`src/rtl/init_pkg.sv`:
```
package init_pkg;

  localparam int BANK_W = 2;
  localparam int MAC_DW = 16;
  localparam int NUM_STEPS = 3;
  localparam logic [3:0] BSEL_OFS = 4'hE;
  localparam logic [MAC_DW-1:0] PHY_RESET_CMD = 16'h8000;
  localparam int PHY_BUSY_BIT = 15;

  typedef enum logic [3:0] {
    ST_PWR_WAIT,
    ST_STEP,
    ST_BSEL,
    ST_REG_WR,
    ST_SETTLE,
    ST_PHY_RST,
    ST_POLL,
    ST_DUMP,
    ST_READY,
    ST_FAIL
  } seq_state_e;

  typedef struct packed {
    logic [BANK_W-1:0] bank;
    logic [3:0]        ofs;
    logic [MAC_DW-1:0] data;
    logic              settle;
  } mac_step_t;

  // Ordered MAC write program; settle marks a long wait after the write.
  function automatic mac_step_t mac_step(input logic [1:0] idx);
    mac_step_t s;
    case (idx)
      2'd0:    s = '{bank: 2'd0, ofs: 4'h4, data: 16'h8000, settle: 1'b0};
      2'd1:    s = '{bank: 2'd0, ofs: 4'h4, data: 16'h0000, settle: 1'b1};
      default: s = '{bank: 2'd1, ofs: 4'h0, data: 16'hA0B1, settle: 1'b0};
    endcase
    return s;
  endfunction

  function automatic logic [MAC_DW-1:0] bank_word(input logic [BANK_W-1:0] b);
    return {{(MAC_DW-BANK_W){1'b0}}, b};
  endfunction

  function automatic logic bank_change(input logic valid,
                                       input logic [BANK_W-1:0] cur,
                                       input logic [BANK_W-1:0] want);
    return !valid || (cur != want);
  endfunction

  function automatic logic phy_busy(input logic [MAC_DW-1:0] v);
    return v[PHY_BUSY_BIT];
  endfunction

endpackage

```
`src/rtl/init_delay_timer.sv`:
```
module init_delay_timer #(
  parameter int TW = 8
) (
  input  logic          clk,
  input  logic          rst_n,
  input  logic          en,
  input  logic [TW-1:0] limit,
  output logic          expired
);
  logic [TW-1:0] cnt;

  assign expired = en && (cnt == limit - TW'(1));

  always_ff @(posedge clk) begin
    if (!rst_n || !en) cnt <= '0;
    else if (!expired) cnt <= cnt + TW'(1);
  end
endmodule

```
`src/rtl/init_bank_tracker.sv`:
```
module init_bank_tracker
  import init_pkg::*;
(
  input  logic              clk,
  input  logic              rst_n,
  input  logic              upd,
  input  logic [BANK_W-1:0] want_bank,
  output logic              need_sel
);
  logic              valid;
  logic [BANK_W-1:0] cur;

  assign need_sel = bank_change(valid, cur, want_bank);

  always_ff @(posedge clk) begin
    if (!rst_n) begin
      valid <= 1'b0;
      cur   <= '0;
    end else if (upd) begin
      valid <= 1'b1;
      cur   <= want_bank;
    end
  end
endmodule

```
`src/rtl/init_dump_store.sv`:
```
module init_dump_store #(
  parameter int AW = 5,
  parameter int DW = 16
) (
  input  logic          clk,
  input  logic          rst_n,
  input  logic          we,
  input  logic [AW-1:0] widx,
  input  logic [DW-1:0] wdata,
  input  logic [AW-1:0] ridx,
  output logic [DW-1:0] rdata
);
  localparam int N = 1 << AW;
  logic [DW-1:0] mem [N];

  for (genvar g = 0; g < N; g++) begin : g_ent
    always_ff @(posedge clk) begin
      if (!rst_n) mem[g] <= '0;
      else if (we && widx == AW'(g)) mem[g] <= wdata;
    end
  end

  assign rdata = mem[ridx];
endmodule

```
`src/rtl/init_seq.sv`:
```
module init_seq
  import init_pkg::*;
#(
  parameter int PWR_DELAY    = 50_000_000,
  parameter int SETTLE_DELAY = 50_000_000,
  parameter int MAX_POLLS    = 64,
  parameter int PHY_AW       = 5
) (
  input  logic              clk,
  input  logic              rst_n,
  output logic              wr_req,
  output logic [3:0]        wr_addr,
  output logic [15:0]       wr_data,
  input  logic              wr_ack,
  output logic              mdio_req,
  output logic              mdio_wr,
  output logic [PHY_AW-1:0] mdio_reg,
  output logic [15:0]       mdio_wdata,
  input  logic              mdio_done,
  input  logic [15:0]       mdio_rdata,
  input  logic [PHY_AW-1:0] dump_sel,
  output logic [15:0]       dump_val,
  output logic              ready,
  output logic              err
);
  localparam int MAXD = (PWR_DELAY > SETTLE_DELAY) ? PWR_DELAY : SETTLE_DELAY;
  localparam int TW   = $clog2(MAXD + 1);
  localparam int PCW  = $clog2(MAX_POLLS + 1);
  localparam logic [PHY_AW-1:0] LAST_REG = {PHY_AW{1'b1}};

  seq_state_e        state;
  logic [1:0]        step_idx;
  logic [PCW-1:0]    poll_cnt;
  logic [PHY_AW-1:0] dump_idx;
  mac_step_t         cur_step;

  // Named internal events (also observed by the checker)
  logic in_wait, timer_done, need_bsel;
  logic bsel_ack_evt, reg_ack_evt, last_step;
  logic poll_done_evt, poll_busy_evt, poll_limit_evt, dump_store_evt;
  logic [TW-1:0] timer_limit;

  assign cur_step       = mac_step(step_idx);
  assign last_step      = (step_idx == 2'(NUM_STEPS - 1));
  assign in_wait        = (state == ST_PWR_WAIT) || (state == ST_SETTLE);
  assign timer_limit    = (state == ST_PWR_WAIT) ? TW'(PWR_DELAY) : TW'(SETTLE_DELAY);
  assign bsel_ack_evt   = (state == ST_BSEL) && wr_ack;
  assign reg_ack_evt    = (state == ST_REG_WR) && wr_ack;
  assign poll_done_evt  = (state == ST_POLL) && mdio_done;
  assign poll_busy_evt  = poll_done_evt && phy_busy(mdio_rdata);
  assign poll_limit_evt = poll_busy_evt && (poll_cnt == PCW'(MAX_POLLS - 1));
  assign dump_store_evt = (state == ST_DUMP) && mdio_done;

  init_delay_timer #(.TW(TW)) u_timer (
    .clk     (clk),
    .rst_n   (rst_n),
    .en      (in_wait),
    .limit   (timer_limit),
    .expired (timer_done)
  );

  init_bank_tracker u_bank (
    .clk       (clk),
    .rst_n     (rst_n),
    .upd       (bsel_ack_evt),
    .want_bank (cur_step.bank),
    .need_sel  (need_bsel)
  );

  init_dump_store #(.AW(PHY_AW), .DW(16)) u_store (
    .clk   (clk),
    .rst_n (rst_n),
    .we    (dump_store_evt),
    .widx  (dump_idx),
    .wdata (mdio_rdata),
    .ridx  (dump_sel),
    .rdata (dump_val)
  );

  always_ff @(posedge clk) begin
    if (!rst_n) begin
      state    <= ST_PWR_WAIT;
      step_idx <= '0;
      poll_cnt <= '0;
      dump_idx <= '0;
    end else begin
      case (state)
        ST_PWR_WAIT: if (timer_done) state <= ST_STEP;
        ST_STEP:     state <= need_bsel ? ST_BSEL : ST_REG_WR;
        ST_BSEL:     if (wr_ack) state <= ST_REG_WR;
        ST_REG_WR: if (wr_ack) begin
          step_idx <= step_idx + 2'd1;
          if (cur_step.settle) state <= ST_SETTLE;
          else if (last_step)  state <= ST_PHY_RST;
          else                 state <= ST_STEP;
        end
        ST_SETTLE:   if (timer_done) state <= ST_STEP;
        ST_PHY_RST: if (mdio_done) begin
          state    <= ST_POLL;
          poll_cnt <= '0;
        end
        ST_POLL: if (mdio_done) begin
          if (!phy_busy(mdio_rdata)) begin
            state    <= ST_DUMP;
            dump_idx <= '0;
          end else if (poll_limit_evt) begin
            state <= ST_FAIL;
          end else begin
            poll_cnt <= poll_cnt + PCW'(1);
          end
        end
        ST_DUMP: if (mdio_done) begin
          if (dump_idx == LAST_REG) state <= ST_READY;
          else dump_idx <= dump_idx + PHY_AW'(1);
        end
        ST_READY: state <= ST_READY;
        ST_FAIL:  state <= ST_FAIL;
        default:  state <= ST_FAIL;
      endcase
    end
  end

  // Request ports, decoded from registered state
  always_comb begin
    wr_req     = (state == ST_BSEL) || (state == ST_REG_WR);
    wr_addr    = (state == ST_BSEL) ? BSEL_OFS : cur_step.ofs;
    wr_data    = (state == ST_BSEL) ? bank_word(cur_step.bank) : cur_step.data;
    mdio_req   = (state == ST_PHY_RST) || (state == ST_POLL) || (state == ST_DUMP);
    mdio_wr    = (state == ST_PHY_RST);
    mdio_reg   = (state == ST_DUMP) ? dump_idx : '0;
    mdio_wdata = (state == ST_PHY_RST) ? PHY_RESET_CMD : '0;
  end

  assign ready = (state == ST_READY);
  assign err   = (state == ST_FAIL);

endmodule

```
`config.mk`:
```
export PLATFORM = sky130hd
export DESIGN_NAME = init_seq
export DESIGN_NICKNAME = d
export VERILOG_FILES = /design/src/rtl/init_pkg.sv /design/src/rtl/init_delay_timer.sv /design/src/rtl/init_bank_tracker.sv /design/src/rtl/init_dump_store.sv /design/src/rtl/init_seq.sv
export SDC_FILE = /design/constraint.sdc
export NUM_CORES = 1
export LEC_CHECK = 0
export ABC_AREA = 1
export BUFFER_PORTS_ARGS = -buffer_cell sky130_fd_sc_hd__buf_2
export CAP_MARGIN = 30
export CORE_ASPECT_RATIO = 1.5
export CORE_MARGIN = 4
export CORE_UTILIZATION = 50
export DETAILED_ROUTE_END_ITERATION = 7
export GPL_ROUTABILITY_DRIVEN = 0
export PLACE_DENSITY = 0.66
export SETUP_SLACK_MARGIN = 0.5
export SKIP_LAST_GASP = 1
export SYNTH_ARGS = -nofsm -noshare
export SYNTH_HDL_FRONTEND = slang
export SYNTH_HIERARCHICAL = 1
export SYNTH_SLANG_ARGS = --single-unit
```
`constraint.sdc`:
```
create_clock -name clk -period 4.2 [get_ports clk]
set_input_delay 0.42 -clock clk [delete_from_list [all_inputs] [get_ports clk]]
set_output_delay 0.42 -clock clk [all_outputs]
set_load 0.03 [all_outputs]
```
==> flow_summary.ini <==
[min_path]
hold_path_class = in -> reg

[synth]
synth_cell_types = 41
netlist_instances = 3289
synthMuxAreaShare_pct = 0
async_flop_share_pct = 0
synth_warnings = 6
synthAdderAreaFrac_pct = 0.346
synth_top_family_by_area = simple AND/OR/NAND/NOR gates
post_synth_instance_area_mm2 = 0.0289
ys_ff_latch = 559
ys_seq_area_share_pct = 56.4
postSynthAreaPerCell_um2 = 8.80
synth_xor_area_share_pct = 0.743
synth_compound_area_share_pct = 1.37
synth-main-ff-cell = edfxtp_1
synth-simple-area-share_pct = 33.8
synth_enable_flop_cells = 512

[sta]
relSlewSlack_pct = 37.8
worstMarginPinSlew_ns = 0.932
skew_ns = 0.0277
min_period_over_period_pct = 74.1
setup_viol = 0
rsz0062_at_grt = no
hold_viol = 0
period_needed_ns = 3.11
fin_setup_tns_ns = 0
worst_slack_ns = 1.09
finalMaxSlewViolations = 0
max_freq_mhz = 321

[die]
die_x_um = 204
core_area_mm2 = 0.0570
die_h_um = 303
rows = 107
boundaryPins = 87
dieArea_mm2 = 0.0619
start_util_pct = 50.8

[outcome]
status = finished clean

[clock_tree]
clk_path_buf_depth = 3
cts.clk_slew.worst_paths_ns = 0.06
cts_root_buf = clkbuf_16
htreeDepth = 2
cts_tree = done
numCtsBuffers = 53
clock_latency_ns = 0.62
cts.repair.resized = 0
holdBufCountCts = 0
cts.sinks = 559
post-cts-setup-buffers = 0

[critical_path]
cpMaxStageDelayCell = nor2_4
path_cells = nand2_1 > nor2_4 > inv_1 > nor2_1 > inv_1 > nor2_4 > inv_1 > o21ai_1 > buf_4
endpoint = u_store/mem[1][8]$_SDFFCE_PN0P_
rrSetupSlack_ns = 1.09
regToRegEndpoint = u_store/mem[1][8]$_SDFFCE_PN0P_
crit_top_cell = inv_1
slowest_delay_ns = 0.49
crit_family = simple AND/OR/NAND/NOR gates
start_kind = register
crit_arrival_ns = 3.41
end_kind = register
crit_type = reg -> reg
reg2regPathDepth = 9
cp.required_ns = 4.50
crit_start = state[0]$_SDFFE_PN0P_
crit_cells = 9
path_max_fanout = 16
reg2reg_from = state[0]$_SDFFE_PN0P_
crit_buf_inv = 4

[route]
wl_per_cell_um = 18.9
first_iter_violations = 2107
ant_nets = 0
wl_um = 78600
firstDrtPassIters = 8
vias_per_cell = 5.40
remaining_drc_errors = 0
vias = 22400

[grt]
grt_use_total_pct = 25.2
grt_remaining_overflow = 0
grt_max_degree = 153
grt_pass1_vias = 21700
antenna_found_initial = 1
grt_pass1_wl_um = 121000

[pwr]
irDropWorstVdd_v = 0.000315
power_density_mw_per_mm2 = 391
p_leak_nw = 12.8

[place]
dpl_cell_area_mm2 = 0.0297
dpl.cell_count = 4051
placement.io_buffers = 60
hpwl_um = 52700
place_ws_ns = 1.13

[final_layout]
final_layout_size_suffix_gt1_share_pct = 9.54
antenna_cells = 0
final_cell_area_mm2 = 0.0314
mostFrequentLayoutCells = nand2_1 (991), nor2_1 (640), edfxtp_1 (512), nand3_1 (451), inv_1 (133)
finalNetCount = 3376
layout.cells.non_filler = 4148
syn2layout_area_growth_pct = 8.45
fill_cells = 5230
final_common_cell = nand2_1

[run]
cap_violations = 0
[sequential cells by signal, summed over array words and instances, names as in the netlist]
signal and cells:
u_bank/cur 2, step_idx 2, state 4, u_bank/valid 1
dump_idx 5, poll_cnt 7, u_timer/cnt 26, u_store/mem 512
[metal layers]
metal | global-route usage [%] | part of all wire [%] | vias up
met3 | 2.91 | 6.6 | 198
li1 | - | - | 10700
met2 | 44.4 | 51 | 916
met1 | 30.4 | 37 | 10600
met5 | 0 | 0.018 | -
met4 | 13.0 | 5.6 | 2
[report_power, final]
| part | internal, mW | switching (mW) | leakage (nW) | total, mW |
|---|---|---|---|---|
| Combinational | 0.277 | 0.877 | 6.66 | 1.15 |
| Sequential | 6.28 | 0.0650 | 5.35 | 6.35 |
| Clock | 2.68 | 2.08 | 0.837 | 4.76 |
| Total | 9.24 | 3.02 | 12.8 | 12.3 |
[worst min-delay path by stage]
stage                               from                        end  cells past startpoint
5_1_grt                           wr_ack   step_idx[1]$_SDFFE_PN0P_                      3
4_1_cts                           wr_ack   step_idx[1]$_SDFFE_PN0P_                      3
2_1_floorplan  u_bank/valid$_SDFFE_PN0P_  u_bank/valid$_SDFFE_PN0P_                      1
6_report                          wr_ack   step_idx[1]$_SDFFE_PN0P_                      3
3_5_place_dp   u_bank/valid$_SDFFE_PN0P_  u_bank/valid$_SDFFE_PN0P_                      1
3_3_place_gp   u_bank/valid$_SDFFE_PN0P_  u_bank/valid$_SDFFE_PN0P_                      1
[layout make-up]
type / instances / area, µm² / share of cell area [%]
timing repair buffer: 117 / 892 / 2.84
clock buffer: 71 / 1450 / 4.60
sequential: 559 / 16300 / 52.0
clock inverter: 26 / 275 / 0.877
inverter: 147 / 559 / 1.78
multi-input combinational: 2465 / 11000 / 34.9
tap: 763 / 955 / 3.04
[synthesized netlist by cell type, types with 44 or more instances]
cell | instances | area share [%]
inv_1 | 134 | 1.7
buf_2 | 44 | 0.76
clkbuf_1 | 69 | 0.89
nand2_1 | 991 | 13
nor2_2 | 44 | 0.95
dfxtp_1 | 47 | 3.3
buf_4 | 65 | 1.7
nor2_1 | 640 | 8.3
edfxtp_1 | 512 | 53
nand3_1 | 451 | 7.8
buf_6 | 47 | 1.8
[per-stage QoR]
step	util (%)	total power, mW	hold slack (ns)
global route	55.0	12.7	0.206
detailed placement	52.0	7.60	0.461
finish	55.0	12.3	0.201
global placement	51.9	7.57	0.440
CTS	55.0	12.3	0.164
floorplan	-	7.24	0.428
[worst reg2reg max path, delay by kind of cell (launching register included)]
| kind | cells | cell delay, ns |
|---|---|---|
| buf+inv | 4 | 0.99 |
| compound gates | 1 | 0.26 |
| simple gates | 4 | 1.08 |
| flops | 1 | 0.47 |
[cell families after synthesis]
kind of cell / count (synthesis)
other cells: 2
simple gates: 2236
xor+xnor: 23
fa+ha+maj: 8
compound gates: 75
buf+inv: 386
flops: 559
Power figures use the tool's default switching activity.
